$ cat src/rtl/mm_pkg.sv
package mm_pkg;
  typedef enum logic [0:0] {
    ST_IDLE = 1'b0,
    ST_RUN  = 1'b1
  } mm_state_e;
endpackage

$ cat src/rtl/mm_cond_sub.sv
// Reduce a sum known to be below 2*P: subtract P once when the sum reaches P.
module mm_cond_sub #(
  parameter int W = 8
) (
  input  logic [W:0]   sum_i,
  input  logic [W-1:0] mod_i,
  output logic [W-1:0] red_o,
  output logic         ge_o
);
  localparam int XW = W + 2;

  // Adds the ones' complement of P plus one; the top carry flags sum >= P.
  function automatic logic [XW-1:0] sub_mod(input logic [W:0] s, input logic [W-1:0] m);
    logic [XW-1:0] lhs;
    logic [XW-1:0] rhs;
    lhs = {1'b0, s};
    rhs = {1'b0, 1'b1, ~m};
    return lhs + rhs + XW'(1);
  endfunction

  logic [XW-1:0] diff;

  always_comb begin
    diff  = sub_mod(sum_i, mod_i);
    ge_o  = diff[XW-1];
    red_o = ge_o ? diff[W-1:0] : sum_i[W-1:0];
  end
endmodule

$ cat src/rtl/mm_dbl_stage.sv
// Partial remainder stage: r_next = (2 * r) mod P.
module mm_dbl_stage #(
  parameter int W = 8
) (
  input  logic [W-1:0] rem_i,
  input  logic [W-1:0] mod_i,
  output logic [W-1:0] rem_o,
  output logic         ge_o
);
  logic [W:0] twice;

  assign twice = {rem_i, 1'b0};

  mm_cond_sub #(.W(W)) u_red (
    .sum_i (twice),
    .mod_i (mod_i),
    .red_o (rem_o),
    .ge_o  (ge_o)
  );
endmodule

$ cat src/rtl/mm_mod_add.sv
// Accumulating modular adder: acc + add (mod P) when enabled, acc otherwise.
module mm_mod_add #(
  parameter int W = 8
) (
  input  logic [W-1:0] acc_i,
  input  logic [W-1:0] add_i,
  input  logic         en_i,
  input  logic [W-1:0] mod_i,
  output logic [W-1:0] sum_o,
  output logic         ge_o
);
  logic [W:0]   raw;
  logic [W-1:0] red;

  assign raw = {1'b0, acc_i} + {1'b0, add_i};

  mm_cond_sub #(.W(W)) u_red (
    .sum_i (raw),
    .mod_i (mod_i),
    .red_o (red),
    .ge_o  (ge_o)
  );

  assign sum_o = en_i ? red : acc_i;
endmodule

$ cat src/rtl/mm_ctrl.sv
// Control: accepts start while idle, counts W-1 steps, pulses done.
module mm_ctrl
  import mm_pkg::*;
#(
  parameter int W = 8
) (
  input  logic clk,
  input  logic rst_n,
  input  logic start_i,
  output logic load_o,
  output logic step_o,
  output logic last_o,
  output logic busy_o,
  output logic done_o
);
  localparam int CW = $clog2(W) + 1;

  mm_state_e     state_q;
  logic [CW-1:0] cnt_q;

  assign load_o = (state_q == ST_IDLE) && start_i;
  assign step_o = (state_q == ST_RUN);
  assign last_o = step_o && (cnt_q == CW'(1));
  assign busy_o = step_o;

  always_ff @(posedge clk or negedge rst_n) begin
    if (!rst_n) begin
      state_q <= ST_IDLE;
      cnt_q   <= '0;
      done_o  <= 1'b0;
    end else begin
      done_o <= last_o;
      if (load_o) begin
        state_q <= ST_RUN;
        cnt_q   <= CW'(W - 1);
      end else if (step_o) begin
        cnt_q <= cnt_q - CW'(1);
        if (last_o) state_q <= ST_IDLE;
      end
    end
  end
endmodule

$ cat src/rtl/modmul_lsb.sv
module modmul_lsb #(
  parameter int W = 8
) (
  input  logic         clk,
  input  logic         rst_n,
  input  logic         start,
  input  logic [W-1:0] a_in,
  input  logic [W-1:0] b_in,
  input  logic [W-1:0] p_in,
  output logic         busy,
  output logic         done,
  output logic [W-1:0] result
);
  // Operand and state registers
  logic [W-1:0] p_q;
  logic [W-1:0] b_q;
  logic [W-1:0] pr_q;
  logic [W-1:0] acc_q;
  logic [W-1:0] res_q;

  // Named control events
  logic ld_evt;
  logic step_evt;
  logic fin_evt;

  // Datapath wires
  logic [W-1:0] dbl_src;
  logic [W-1:0] dbl_mod;
  logic [W-1:0] dbl_out;
  logic         dbl_ge;
  logic [W-1:0] add_out;
  logic         add_ge;
  logic         take_bit;

  mm_ctrl #(.W(W)) u_ctrl (
    .clk     (clk),
    .rst_n   (rst_n),
    .start_i (start),
    .load_o  (ld_evt),
    .step_o  (step_evt),
    .last_o  (fin_evt),
    .busy_o  (busy),
    .done_o  (done)
  );

  // On load the doubling stage works on A and the incoming modulus.
  assign dbl_src = ld_evt ? a_in : pr_q;
  assign dbl_mod = ld_evt ? p_in : p_q;

  mm_dbl_stage #(.W(W)) u_dbl (
    .rem_i (dbl_src),
    .mod_i (dbl_mod),
    .rem_o (dbl_out),
    .ge_o  (dbl_ge)
  );

  // The bit that comes into position 0 after this step's shift.
  assign take_bit = b_q[1];

  mm_mod_add #(.W(W)) u_add (
    .acc_i (acc_q),
    .add_i (pr_q),
    .en_i  (take_bit),
    .mod_i (p_q),
    .sum_o (add_out),
    .ge_o  (add_ge)
  );

  always_ff @(posedge clk or negedge rst_n) begin
    if (!rst_n) begin
      p_q   <= '0;
      b_q   <= '0;
      pr_q  <= '0;
      acc_q <= '0;
      res_q <= '0;
    end else if (ld_evt) begin
      p_q   <= p_in;
      b_q   <= b_in;
      pr_q  <= dbl_out;
      acc_q <= b_in[0] ? a_in : '0;
    end else if (step_evt) begin
      b_q   <= b_q >> 1;
      pr_q  <= dbl_out;
      acc_q <= add_out;
      if (fin_evt) res_q <= add_out;
    end
  end

  assign result = res_q;
endmodule

$ cat config.mk
export PLATFORM = sky130hd
export DESIGN_NAME = modmul_lsb
export DESIGN_NICKNAME = d
export VERILOG_FILES = /design/src/rtl/mm_pkg.sv /design/src/rtl/mm_cond_sub.sv /design/src/rtl/mm_dbl_stage.sv /design/src/rtl/mm_mod_add.sv /design/src/rtl/mm_ctrl.sv /design/src/rtl/modmul_lsb.sv
export SDC_FILE = /design/constraint.sdc
export NUM_CORES = 1
export LEC_CHECK = 0
export BUFFER_PORTS_ARGS = -buffer_cell sky130_fd_sc_hd__buf_2
export CAP_MARGIN = 20
export CORE_MARGIN = 1
export CORE_UTILIZATION = 31
export CTS_BUF_LIST = sky130_fd_sc_hd__clkbuf_16
export CTS_CLUSTER_DIAMETER = 120
export DETAILED_ROUTE_END_ITERATION = 7
export GPL_TIMING_DRIVEN = 0
export PLACE_DENSITY_LB_ADDON = 0.1
export SETUP_SLACK_MARGIN = 0.4
export SLEW_MARGIN = 20
export SYNTH_ARGS = -nofsm -noshare
export SYNTH_HDL_FRONTEND = slang
export SYNTH_SLANG_ARGS = --single-unit
export TNS_END_PERCENT = 1
$ cat constraint.sdc
create_clock -name clk -period 8 [get_ports clk]
set_input_delay 1.2 -clock clk [delete_from_list [all_inputs] [get_ports clk]]
set_output_delay 1.2 -clock clk [all_outputs]
set_load 0.01 [all_outputs]
==> results of run 1 <==
==> routing by layer <==
layer  part of all wire, %  wire length, µm  global-route usage, %  up-vias
li1                      -                -                      -     1456
met1                    48             4490                   23.8     1381
met2                    47             4380                   29.2       50
met3                   2.9              269                   2.00       10
met4                   1.6              147                   5.23        0
met5                     0                0                      0        -
==> cells by family (layout without fill, tap and decap cells) <==
family,count (synthesis),count (layout),synth area share (%)
AO/OA/AOI/OAI,126,126,25.8
XOR/XNOR,12,12,3.22
adder cells (fa/ha/maj),28,28,11.4
buffers and inverters,44,87,5.18
flip-flops,45,45,34.5
multiplexers,11,11,3.41
AND/OR/NAND/NOR,119,119,16.5
==> critical path: stages, from the launching register on <==
cell      delay [ps]
dfrtp_1          410
ha_1             250
fa_1             440
a211oi_1         360
o21bai_1         120
a21oi_1          180
xor2_1           270
inv_1             80
ha_1             240
or4_4            450
o221ai_4         230
and2_1           170
buf_4            160
mux2i_1          340
a311oi_1         140
==> sequential cells by signal, indices dropped and copies added, names as in the netlist <==
name	count
u_ctrl.done_o	1
b_q	7
acc_q	8
u_ctrl.busy_o	1
pr_q	8
result	8
u_ctrl.cnt_q	4
p_q	8
==> stage by stage <==
stage | area [µm²] | worst slack, ps | cells
after floorplan | 3260 | 4580 | 385
after global placement | 3610 | 3800 | 556
after detailed placement | 3610 | 3840 | 556
after CTS | 3750 | 4000 | 564
after global routing | 3760 | 3850 | 564
final | 3760 | 4020 | 564
==> placed cells by master (no fill, tap or decap), types with 4 or more instances in the layout <==
cell	synthesis	final
nor3_1	4	4
clkbuf_16	0	5
xor2_1	5	5
clkbuf_1	13	13
dfrtp_1	45	45
nand2_1	46	46
o21ai_0	23	23
buf_2	0	34
nor2_1	37	37
a311oi_1	6	6
a211oi_1	6	6
a21oi_1	44	44
inv_1	27	27
ha_1	25	25
xnor2_1	7	7
nand3_1	9	9
a21o_1	6	6
mux2i_1	10	10
o21a_1	5	5
o211ai_1	4	4
o22ai_1	4	4
==> cell type report <==
cell class	count	area share (%)
tap	136	4.53
timing repair buffer	35	4.73
clock buffer	5	3.33
sequential	45	30.0
clock inverter	3	0.566
inverter	28	2.80
buffer	16	1.70
multi-input combinational	296	52.4
==> path summary, 6_finish.rpt <==
check	start	end	slack, ps	cells after the start
setup / recovery	pr_q[0]$_DFFE_PN0P_	acc_q[1]$_DFFE_PN0P_	4020	14
hold / removal	b_q[3]$_DFFE_PN0P_	b_q[2]$_DFFE_PN0P_	470	2
setup reg to reg	pr_q[0]$_DFFE_PN0P_	acc_q[1]$_DFFE_PN0P_	4020	14
hold reg to reg	b_q[3]$_DFFE_PN0P_	b_q[2]$_DFFE_PN0P_	470	2
max in group asynchronous	rst_n	b_q[3]$_DFFE_PN0P_	6650	1
min in group asynchronous	rst_n	p_q[3]$_DFF_PN0_	910	1
==> metrics.txt, run 1 <==
first-pass GRT wire length 14.9 mm; core box area 10300 µm²; initial antenna violation count 0; total of flip-flops plus latches after synthesis 45; Post-synth EDFFs 0; period utilisation layout 49.7%; cell taking the most area after synthesis dfrtp_1; share of the yosys chip area belonging to registers 34.5%; Fin Setup TNS 0 ps; number of DRC markers after the initial detailed-route iteration 110; count of hold buffers inserted by post-cts repair 0; maximum clock insertion buffer count 2; NumNets Final 482; worst-case headroom to the max-slew limit 53.5%; startpoint kind of the worst setup timing path flop; chip height 105 µm; category of the most critical setup path flop to flop; data arrival time at the worst-slack endpoint 4110 ps; number of warnings printed during yosys synthesis 0; most used standard cells in the synthesized netlist nand2_1 (46), dfrtp_1 (45), a21oi_1 (44); count of inserted antenna diode cells 0; measured slew at the worst slew-check pin 698 ps; Via Count 2897; Post-CTS Setup Bufs 0; pin count of the biggest net entering global routing 46; Cell Rows 37; Area Overhead vs Synth 15.1%; clock tree from TritonCTS yes; ratio of routed vias to standard cells 5.14; number of clock buffers inserted by TritonCTS 5; violated checks design-rule violations; data required time at the worst endpoint 8140 ps; multi-input gate area in the final layout 1970 µm²; clock latency on the worst-skew pair 290 ps; HPWL after DPL 7.26 mm; maximum clock rate 251 MHz; drt first pass iters 8; post-synth top area share 34.5%; average footprint of a synthesized cell 8.48 µm²; count of different cell masters after synthesis 58; count of antenna-violating nets left after detailed routing 0; Post-route DRC 2; via count of the first global-routing pass 2787; fill count 1100; number of gates resized after CTS 0; share of post-route cells with drive strength above 1 13.8%; Post-Route WL 9.28 mm; result of the run complete, but fails checks; RD Place Congestion 0.831; die span in x 105 µm; RSZ-0062 raised after global routing false; fin crit period 3980 ps; Max H-tree Level 2; Critical Path End Type flop; overall global routing resource usage 17.5%; worst hold margin 475 ps; effective utilization at floorplan 31.8%; worst-case clock skew 6.73 ps; dominant cell by count in the synthesized netlist nand2_1; Clk Tree Root Cell clkbuf_16; total congestion overflow 0; Seq. cell area 1130 µm²; largest cells by area after synthesis dfrtp_1 (35%), ha_1 (9.6%), a21oi_1 (6.7%); final routed wire length divided by cell count 16.5 µm; number of I/O pins 37; cell area after synthesis 3260 µm²; CTS sink cnt 45; number of standard cells after synthesis 385; Hold Path Class flop to flop; MaxCap Viol Count 0; Die Outline Area 10900 µm²; prevailing post-synth register cell dfrtp_1; hold violation count in the final report 0; highest fanout seen on the critical path 7; Clock Pin Slew Worst Setup and Hold Paths 70 ps; Final setup violation count 0; final core area utilization 36.6%; total of buffers placed on input and output ports 35; final number of max-transition violations 0; proportion of register bits with asynchronous set or reset after synthesis 100%; net count after synthesis 440
Power of run 1 is not shown: default switching activity piles up to over one toggle a cycle in this logic, so the estimate is an artifact.
==> inputs of run 2 (changes only) <==
- clock period: 8 -> 3.5 ns (I/O delays scaled with it)
==> run 2 against run 1 <==
  * The run now ends clean
  * Via count up 1.4%
  * Routed wire length up 1.6%
  * Sequential share of layout area down 1.8 points
  * Die area unchanged
  * Sequential cell count unchanged
  * Register-to-register slack worse by 4000 ps
  * Cell count up 2.5%
  * Global-route usage up 0.58 points
  * First-iteration DRC count down 0.91%
  * Design area up 6.9%
  * Critical path type unchanged
  * Critical endpoint unchanged
==> metrics.txt, run 2 (synthesized netlist as in run 1, its figures left out) <==
result of the run complete, no violations; fin cells 578; measured slew at the worst slew-check pin 677 ps; share of post-route cells with drive strength above 1 22.6%; pin count of the biggest net entering global routing 46; clock tree from TritonCTS yes; total of buffers placed on input and output ports 35; master of the slowest instance on the critical path dfrtp_1; drt first pass iters 4; number of clock buffers inserted by TritonCTS 5; via count of the first global-routing pass 2939; data arrival time at the worst-slack endpoint 3630 ps; initial antenna violation count 0; Clock Pin Slew Worst Setup and Hold Paths 60 ps; Die Outline Area 10900 µm²; final core area utilization 39.1%; clock latency on the worst-skew pair 290 ps; fin crit period 3490 ps; Post-route DRC 0; worst-case headroom to the max-slew limit 54.9%; fill count 1080; worst hold margin 241 ps; NumNets Final 496; core box area 10300 µm²; Hold Path Class input pin to asynchronous set/reset pin; Post-Route WL 9.43 mm; RD Place Congestion 0.758; first-pass GRT wire length 15.4 mm; Clk Tree Root Cell clkbuf_16; final routed wire length divided by cell count 16.3 µm; maximum clock insertion buffer count 2; Worst Setup Slack, final 7.04 ps; final number of max-transition violations 0; period utilisation layout 99.8%; maximum clock rate 286 MHz; worst reg2reg path endpoint acc_q[1]$_DFFE_PN0P_; Area Overhead vs Synth 23.1%; worst-case clock skew 7.70 ps; count of hold buffers inserted by post-cts repair 0; overall global routing resource usage 18.1%; startpoint kind of the worst setup timing path flop; register-to-register path setup slack 7 ps; post-place setup slack -261 ps; ratio of routed vias to standard cells 5.08; Cell Rows 37; MaxCap Viol Count 0; Worst setup startpoint acc_q[0]$_DFFE_PN0P_; effective utilization at floorplan 31.8%; CTS sink cnt 45; Reg2Reg Depth 14; hold violation count in the final report 0; Worst R2R Start acc_q[0]$_DFFE_PN0P_; Final setup violation count 0; HPWL after DPL 7.38 mm; cell seen most often among critical-path stages ha_4; die span in x 105 µm; count of antenna-violating nets left after detailed routing 0; highest fanout seen on the critical path 7; number of DRC markers after the initial detailed-route iteration 109; leading cell type in the layout, fill and taps excluded nand2_1; Critical Path End Type flop; chip height 105 µm; Via Count 2938; data required time at the worst endpoint 3640 ps; total congestion overflow 0; Cell Count Post-Placement 556; count of inserted antenna diode cells 0; CP max stage delay 440 ps; Max H-tree Level 2; RSZ-0062 raised after global routing true; number of I/O pins 37; series of cell instances along the critical path ha_4, fa_2, a211oi_2, o21bai_1, a21oi_1, xor2_1, inv_1, ha_4, or4_4, o221ai_4, and2_4, buf_8, mux2i_4, a311oi_1; category of the most critical setup path flop to flop; top library cells by usage in the layout, fill and taps aside nand2_1 (45), dfrtp_1 (42), a21oi_1 (40), nor2_1 (37), buf_2 (35)
-- run 2: critical path, delay by kind of cell (launching register included) --
kind | cells | cell delay (ps)
xor gates and xnor gates | 1 | 210
buffers and inverters | 2 | 240
AOI/OAI and AO/OA | 5 | 820
adders and majority gates | 3 | 730
DFF | 1 | 440
and+or+nand+nor | 2 | 620
muxes | 1 | 290
-- run 2: area by class of cell --
type | instances | area, µm² | area share [%]
buffer | 16 | 80.1 | 1.99
clock buffer | 5 | 125 | 3.11
clock inverter | 3 | 21.3 | 0.529
inverter | 28 | 105 | 2.62
multi-input combinational | 296 | 2100 | 52.4
sequential | 45 | 1130 | 28.1
tap | 136 | 170 | 4.24
timing repair buffer | 49 | 283 | 7.04
-- run 2: worst max path at each step --
| stage | endpoint | slack [ps] | cells after the start |
|---|---|---|---|
| 6_report | acc_q[1]$_DFFE_PN0P_ | 7 | 14 |
| 5_1_grt | acc_q[1]$_DFFE_PN0P_ | -120 | 14 |
| 4_1_cts | result[2]$_DFFE_PN0P_ | -20 | 15 |
| 3_5_place_dp | acc_q[1]$_DFFE_PN0P_ | -260 | 14 |
| 3_3_place_gp | acc_q[1]$_DFFE_PN0P_ | -260 | 13 |
| 2_1_floorplan | acc_q[6]$_DFFE_PN0P_ | 280 | 14 |
-- run 2: through the flow --
stage          TNS (ps)  cell area (µm²)
6_report              0             4020
5_1_grt            -702             4020
4_1_cts           -43.0             3920
3_5_place_dp      -1620             3640
3_3_place_gp      -1300             3640
2_1_floorplan         0             3300
-- run 2: metal layers --
| metal | up-vias | track usage (%) | wire (µm) |
|---|---|---|---|
| met2 | 36 | 31.2 | 4570 |
| met4 | 0 | 4.12 | 128 |
| met5 | - | 0 | 0 |
| met3 | 6 | 2.06 | 218 |
| met1 | 1414 | 24.2 | 4510 |
| li1 | 1482 | - | - |
-- run 2: timing repair --
item | CTS | global route
cloned | 0 | 0
hold endpoints to repair | 0 | 0
pin swaps | 12 | 11
buffers inserted | 11 | 3
setup endpoints to repair | 24 | 24
gates resized for setup | 10 | 22
Power of run 2 is left out for the same reason.
==> inputs of run 3 (changes only) <==
- CORE_ASPECT_RATIO: default -> 1.75
- SETUP_SLACK_MARGIN: 0.4 -> default
==> run 3 against run 2 <==
  * The flow now finishes with violations (negative setup slack)
  * Via count up 1.4%
  * Sequential share of layout area up 0.53 points
  * Hold slack worse by 10 ps
  * Core utilization down 0.57 points
  * Sequential cell count unchanged
  * Worst setup slack worse by 46 ps
  * Die area up 0.15%
  * Design area down 1.8%
  * Register-to-register slack worse by 50 ps
==> metrics.txt, run 3 (synthesized netlist as in run 1, its figures left out) <==
worst-case clock skew 8.49 ps; overall global routing resource usage 19.4%; effective utilization at floorplan 31.9%; drt first pass iters 6; final routed wire length divided by cell count 17.6 µm; Max H-tree Level 2; Worst Setup Slack, final -38.8 ps; measured slew at the worst slew-check pin 674 ps; result of the run complete, but fails checks; fill count 1056; Post-Route WL 9.96 mm; Clock Pin Slew Worst Setup and Hold Paths 70 ps; Via Count 2979; data required time at the worst endpoint 3650 ps; worst-case headroom to the max-slew limit 55.0%; data arrival time at the worst-slack endpoint 3690 ps; pin count of the biggest net entering global routing 46; count of hold buffers inserted by post-cts repair 0; Critical Path End Type flop; startpoint kind of the worst setup timing path flop; ratio of routed vias to standard cells 5.25; total of buffers placed on input and output ports 35; via count of the first global-routing pass 3031; count of antenna-violating nets left after detailed routing 0; Hold Path Class input pin to asynchronous set/reset pin; Seq. cell area 1130 µm²; multi-input gate area in the final layout 2070 µm²; category of the most critical setup path flop to flop; highest fanout seen on the critical path 6; leading cell type in the layout, fill and taps excluded nand2_1; MaxCap Viol Count 0; final core area utilization 38.5%; clock latency on the worst-skew pair 290 ps; Die Outline Area 11000 µm²; Final setup violation count 2; Area Overhead vs Synth 20.9%; core box area 10200 µm²; final number of max-transition violations 0; share of post-route cells with drive strength above 1 20.9%; violated checks negative setup slack; hold violation count in the final report 0; clock tree from TritonCTS yes; fin crit period 3540 ps; NumNets Final 494; chip height 138 µm; maximum clock rate 283 MHz; Cell Rows 49; number of DRC markers after the initial detailed-route iteration 120; RD Place Congestion 0.860; RSZ-0062 raised after global routing true; CTS sink cnt 45; Worst R2R Start acc_q[0]$_DFFE_PN0P_; period utilisation layout 101%; number of clock buffers inserted by TritonCTS 5; number of I/O pins 37; first-pass GRT wire length 15.7 mm; initial antenna violation count 0; total congestion overflow 0; Post-route DRC 0; HPWL after DPL 7.85 mm; count of inserted antenna diode cells 0; Worst setup startpoint acc_q[0]$_DFFE_PN0P_; die span in x 79.6 µm; Clk Tree Root Cell clkbuf_16; maximum clock insertion buffer count 2; top library cells by usage in the layout, fill and taps aside nand2_1 (46), dfrtp_1 (42), a21oi_1 (41), nor2_1 (36), buf_2 (34)
-- run 3: cell count changes in the layout (fill, tap and decap cells not counted), sizes merged --
cell,delta
clkinv,+2
inv,-1
buf,-2
clkinvlp,-1
-- run 3: routing by layer --
layer | part of all wire [%] | track usage [%]
met1 | 39 | 21.9
met2 | 53 | 35.0
met3 | 2.1 | 1.72
met4 | 4.9 | 10.9
met5 | 0 | 0
-- run 3: final timing paths --
| check | slack [ps] | depth (start not counted) | endpoint |
|---|---|---|---|
| setup / recovery | -40 | 13 | acc_q[1]$_DFFE_PN0P_ |
| hold / removal | 230 | 1 | result[5]$_DFFE_PN0P_ |
| setup reg to reg | -40 | 13 | acc_q[1]$_DFFE_PN0P_ |
| hold reg to reg | 490 | 2 | b_q[5]$_DFFE_PN0P_ |
| max in group asynchronous | 2790 | 1 | acc_q[0]$_DFFE_PN0P_ |
| min in group clk | 460 | 3 | p_q[3]$_DFF_PN0_ |
-- run 3: critical path, cell delays in order (launching register included) --
cell and delay, ps:
dfrtp_2 450, ha_4 180, fa_2 340, a211oi_2 280, o21bai_1 130, a21oi_2 160, xor2_1 190, inv_1 100
ha_4 170, or4_4 440, o221ai_4 210, and2_4 270, mux2i_4 330, a311oi_2 130
-- run 3: what timing repair did --
item	in CTS	in global routing
resized for setup	19	13
endpoints found under the setup margin	16	23
pin swaps	12	9
setup buffers	11	2
-- run 3: stage by stage --
stage                     setup TNS, ps  setup slack [ps]  instances  cell area [µm²]  hold WS [ps]
after global placement            -5880              -597        547             3600           463
after global routing              -1500              -177        567             3940           289
after CTS                          -171             -50.0        566             3910           459
after floorplan                       0              75.6        385             3260           229
final                             -47.1             -38.8        567             3940           231
after detailed placement          -6610              -638        547             3600           473
-- run 3: cell type report --
class,instances,share of cell area (%)
plain buffers,15,1.49
repair buffers,48,6.98
well taps,127,4.03
flip-flops and latches,45,28.6
multi-input cells,296,52.4
clock buffers,5,3.17
clock inverters,3,0.571
inverters,28,2.66
Power of run 3 is left out for the same reason.
